<file path="config.mk">
export PLATFORM = sky130hd
export DESIGN_NAME = trellis_enc23
export DESIGN_NICKNAME = d
export VERILOG_FILES = /design/src/rtl/trellis_enc23_pkg.sv /design/src/rtl/trellis_enc23_state.sv /design/src/rtl/trellis_enc23_symreg.sv /design/src/rtl/trellis_enc23.sv
export SDC_FILE = /design/constraint.sdc
export NUM_CORES = 1
export LEC_CHECK = 0
export CELL_PAD_IN_SITES_DETAIL_PLACEMENT = 1
export CELL_PAD_IN_SITES_GLOBAL_PLACEMENT = 2
export CORE_AREA = 2 2 39 41
export CTS_CLUSTER_SIZE = 28
export DETAILED_ROUTE_END_ITERATION = 8
export DIE_AREA = 0 0 41 43
export PLACE_DENSITY_LB_ADDON = 0.1
export SLEW_MARGIN = 10
export SYNTH_ARGS = -nofsm -noshare
export SYNTH_HDL_FRONTEND = slang
export SYNTH_SLANG_ARGS = --single-unit
export TNS_END_PERCENT = 100
</file>
<file path="constraint.sdc">
create_clock -name clk -period 1.1 [get_ports clk]
set_input_delay 0.22 -clock clk [delete_from_list [all_inputs] [get_ports clk]]
set_output_delay 0.22 -clock clk [all_outputs]
set_load 0.005 [all_outputs]
</file>
<file path="src/rtl/trellis_enc23_pkg.sv">
package trellis_enc23_pkg;
  localparam int unsigned WORD_W = 2;
  localparam int unsigned SYM_W  = WORD_W + 1;
  localparam int unsigned REG_N  = 2;

  typedef logic [WORD_W-1:0] word_t;
  typedef logic [SYM_W-1:0]  sym_t;

  typedef struct packed {
    logic d2;
    logic d1;
  } tstate_t;
endpackage

</file>
<file path="src/rtl/trellis_enc23_state.sv">
module trellis_enc23_state
  import trellis_enc23_pkg::*;
(
  input  logic    clk,
  input  logic    rst,
  input  logic    adv,
  input  logic    coded_bit,
  output tstate_t st_q
);
  tstate_t st_d;

  always_comb begin
    st_d = st_q;
    if (adv) begin
      st_d.d1 = st_q.d2 ^ coded_bit;
      st_d.d2 = st_q.d1;
    end
  end

  always_ff @(posedge clk) begin
    if (rst) st_q <= '0;
    else     st_q <= st_d;
  end

  // register shift on an accepted word
  a_r6_shift: assert property (@(posedge clk) disable iff (rst)
    adv |=> (st_q.d2 == $past(st_q.d1)));
  a_r6_feedback: assert property (@(posedge clk) disable iff (rst)
    adv |=> (st_q.d1 == ($past(st_q.d2) ^ $past(coded_bit))));
  // no movement during a gap
  a_r7_state_hold: assert property (@(posedge clk) disable iff (rst)
    !adv |=> $stable(st_q));
endmodule

</file>
<file path="src/rtl/trellis_enc23_symreg.sv">
module trellis_enc23_symreg
  import trellis_enc23_pkg::*;
(
  input  logic    clk,
  input  logic    rst,
  input  logic    load,
  input  word_t   word,
  input  tstate_t st,
  output logic    sym_valid,
  output sym_t    sym_q
);
  sym_t sym_d;

  always_comb begin
    sym_d[SYM_W-1] = word[WORD_W-1];
    sym_d[1]       = word[0] ^ st.d2;
    sym_d[0]       = st.d1;
  end

  always_ff @(posedge clk) begin
    if (rst) begin
      sym_valid <= 1'b0;
      sym_q     <= '0;
    end else begin
      sym_valid <= load;
      if (load) sym_q <= sym_d;
    end
  end

  // strobe latency of one clock
  a_r2_valid_follows: assert property (@(posedge clk) disable iff (rst)
    load |=> sym_valid);
  a_r2_no_spurious: assert property (@(posedge clk) disable iff (rst)
    !load |=> !sym_valid);
  // uncoded bit passes through
  a_r3_uncoded: assert property (@(posedge clk) disable iff (rst)
    load |=> (sym_q[SYM_W-1] == $past(word[WORD_W-1])));
  // symbol held during a gap
  a_r7_sym_hold: assert property (@(posedge clk) disable iff (rst)
    !load |=> $stable(sym_q));
endmodule

</file>
<file path="src/rtl/trellis_enc23.sv">
module trellis_enc23
  import trellis_enc23_pkg::*;
(
  input  logic             clk,
  input  logic             rst,
  input  logic             in_valid,
  input  logic [1:0]       in_data,
  output logic             out_valid,
  output logic [2:0]       out_sym
);
  tstate_t st;

  trellis_enc23_state u_state (
    .clk       (clk),
    .rst       (rst),
    .adv       (in_valid),
    .coded_bit (in_data[0]),
    .st_q      (st)
  );

  trellis_enc23_symreg u_sym (
    .clk       (clk),
    .rst       (rst),
    .load      (in_valid),
    .word      (in_data),
    .st        (st),
    .sym_valid (out_valid),
    .sym_q     (out_sym)
  );

  // clean state after a reset cycle
  a_r1_reset_clear: assert property (@(posedge clk)
    $past(rst) |-> (!out_valid && out_sym == '0 && st == '0));
  // low symbol bit tracks the first register across a valid word
  a_r5_low_bit: assert property (@(posedge clk) disable iff (rst)
    in_valid |=> (out_sym[0] == $past(st.d1)));
endmodule

</file>
==> flow_summary.yaml <==
synthesis:
  syn_avg_cell_area_um2: 11.3
  yosysUniqueCellTypes: 7
  synth-seq-cells: 4
  syn-num-nets: 18
  yosysSeqAreaShare_pct: 54.7
  ys_warn_count: 0
  synth_area_um2: 146
  postSynthCellCount: 13
clock_tree:
  numCtsBuffers: 3
  cts_root_buffer: "clkbuf_4"
  cts_setup_buffers: 0
  clockBufferDepth: 2
  insertion_delay_ns: 0.23
  cts-htree-levels: 1
  clkSinkCount: 4
  ctsResizeCount: 4
  holdBufCountCts: 0
  clkTransAtPathRegs_ns: 0.04
  cts_tree: "built"
route:
  antenna_left: 0
  totalWireLength_um: 329
  dr.first_iter.drc_count: 0
  dr_wl_met2_um: 171
  num_vias: 131
  vias_per_cell: 3.20
  wl_per_cell_um: 8.02
  drt-met1-wl_um: 130
  drc: 0
  dr.max_layer_used: "met3"
  route.met3.wl_um: 27
  drt-pass1-iter-count: 1
pwr:
  switchingPower_mw: 0.0769
  pwr-share-seq_pct: 41.0
  switching_share_pct: 19.9
  power_leakage_nw: 0.125
  intPower_mw: 0.310
  power.share.clock_pct: 45.8
  power_density_nw_per_um2: 1430
  combPwrFrac_pct: 13.3
  peakVddDrop_uv: 477
timing:
  clock_skew_ns: 0.000569
  slew_viol_final: 0
  tightestPinTransition_ns: 0.192
  setup_ws_ns: 0.0672
  setup_viol: 0
  rsz0062_at_grt: "false"
  fin_crit_sh_pct: 93.9
  relSlewSlack_pct: 87.1
  hold_viol: 0
  min_period_ns: 1.03
  fmax_mhz: 968
worst_setup_path:
  path_class: "reg -> out"
  cp_slowest_cell: "dfxtp_1"
  worstPathMaxFanout: 3
  crit_chain: "dlygate4sd2_1"
  reg2reg_slack_ns: 0.27
  critPathLaunchType: "register"
  cp_top_family: "flip-flops"
  worstPathRequired_ns: 0.88
  slowest_delay_ns: 0.34
  worstPathArrival_ns: 0.81
  path_buf_inv: 1
  cp-end-kind: "primary output"
finish:
  drive_gt1_share_pct: 24.0
  fin_util_pct: 19.6
  fin_nets: 32
  areaGrowthSynthToFinish_pct: 85.5
  antenna_cells: 0
placed_design:
  place_congestion: 0.638
  portBuffers: 8
  post-place-ws_ns: -0.0839
floorplan:
  die_h_um: 43
  io_pins: 9
  die_area_um2: 1760
  rows: 14
  start_util_pct: 10.6
  die_w_um: 41
  coreArea_um2: 1380
worst_hold_path:
  hold_class: "reg -> reg"
global_route:
  grt_pass1_wl_um: 517
  grt_usage_pct: 5.12
  grt_pass1_vias: 145
  grt_remaining_overflow: 0
  grt_max_degree: 6
  grt_antenna_before_repair: 0
run_status:
  status: "complete, no violations"
run:
  cap_viol_max_count: 0
flip-flops by register name (all words and copies together) (netlist names):
signal           cells
u_sym.sym_q          3
u_sym.sym_valid      1
worst paths after layout:
check / from / to / cells past startpoint
setup / recovery: u_sym.sym_q[1] / out_sym[1] / 1
hold / removal: u_sym.sym_q[2] / u_sym.sym_q[2] / 2
setup reg to reg: u_sym.sym_q[0] / u_sym.sym_q[1] / 3
hold reg to reg: u_sym.sym_q[2] / u_sym.sym_q[2] / 2
power groups by stage:
stage | logic, mW | registers [mW] | clock network, mW
after global placement | 0.0592 | 0.161 | 0
after CTS | 0.0529 | 0.159 | 0.192
after detailed placement | 0.0587 | 0.161 | 0
final | 0.0513 | 0.159 | 0.177
after global routing | 0.0563 | 0.160 | 0.203
after floorplan | 0.0189 | 0.162 | 0
stage by stage:
| stage | cells | power [mW] | hold slack [ns] | area (um2) | TNS, ns |
|---|---|---|---|---|---|
| finish | 41 | 0.387 | 0.493 | 272 | 0 |
| global route | 41 | 0.419 | 0.551 | 272 | 0 |
| CTS | 41 | 0.403 | 0.508 | 272 | 0 |
| detailed placement | 38 | 0.220 | 0.500 | 254 | -0.195 |
| global placement | 38 | 0.221 | 0.504 | 254 | -0.170 |
| floorplan | 13 | 0.181 | 0.285 | 146 | 0 |
cells in the mapped netlist (all sizes together):
| master | count | area share [%] |
|---|---|---|
| nor2b | 1 | 4.3 |
| xnor2 | 1 | 6.0 |
| a211oi | 1 | 8.5 |
| buf | 1 | 5.1 |
| mux2i | 2 | 14 |
| nor2 | 3 | 7.7 |
| dfxtp | 4 | 55 |
layout make-up:
cell class	instances	area (um2)
clock buffers	3	22.5
well taps	16	20.0
multi-input cells	8	58.8
flip-flops and latches	4	80.1
fillers	165	1110
repair buffers	10	90.1
cell families after synthesis:
| kind of cell | share of synthesized area [%] |
|---|---|
| XOR/XNOR | 5.98 |
| multiplexers | 13.7 |
| buffers and inverters | 5.13 |
| AO/OA/AOI/OAI | 8.55 |
| flip-flops | 54.7 |
| AND/OR/NAND/NOR | 12.0 |
placed cells by master (no fill, tap or decap):
cell type        instances
a211oi_2                 1
buf_4                    2
clkbuf_4                 3
nor2_1                   3
xnor2_1                  1
dfxtp_1                  4
mux2i_1                  2
dlygate4sd2_1            4
nor2b_1                  1
clkdlybuf4s50_1          4
routing by layer:
| layer | vias to the layer above | global-route usage (%) |
|---|---|---|
| met3 | 0 | 7.85 |
| li1 | 68 | - |
| met1 | 60 | 3.85 |
| met2 | 3 | 6.56 |
| met5 | - | 0 |
| met4 | 0 | 2.00 |
Note: power is estimated with default switching activity, not from simulation.
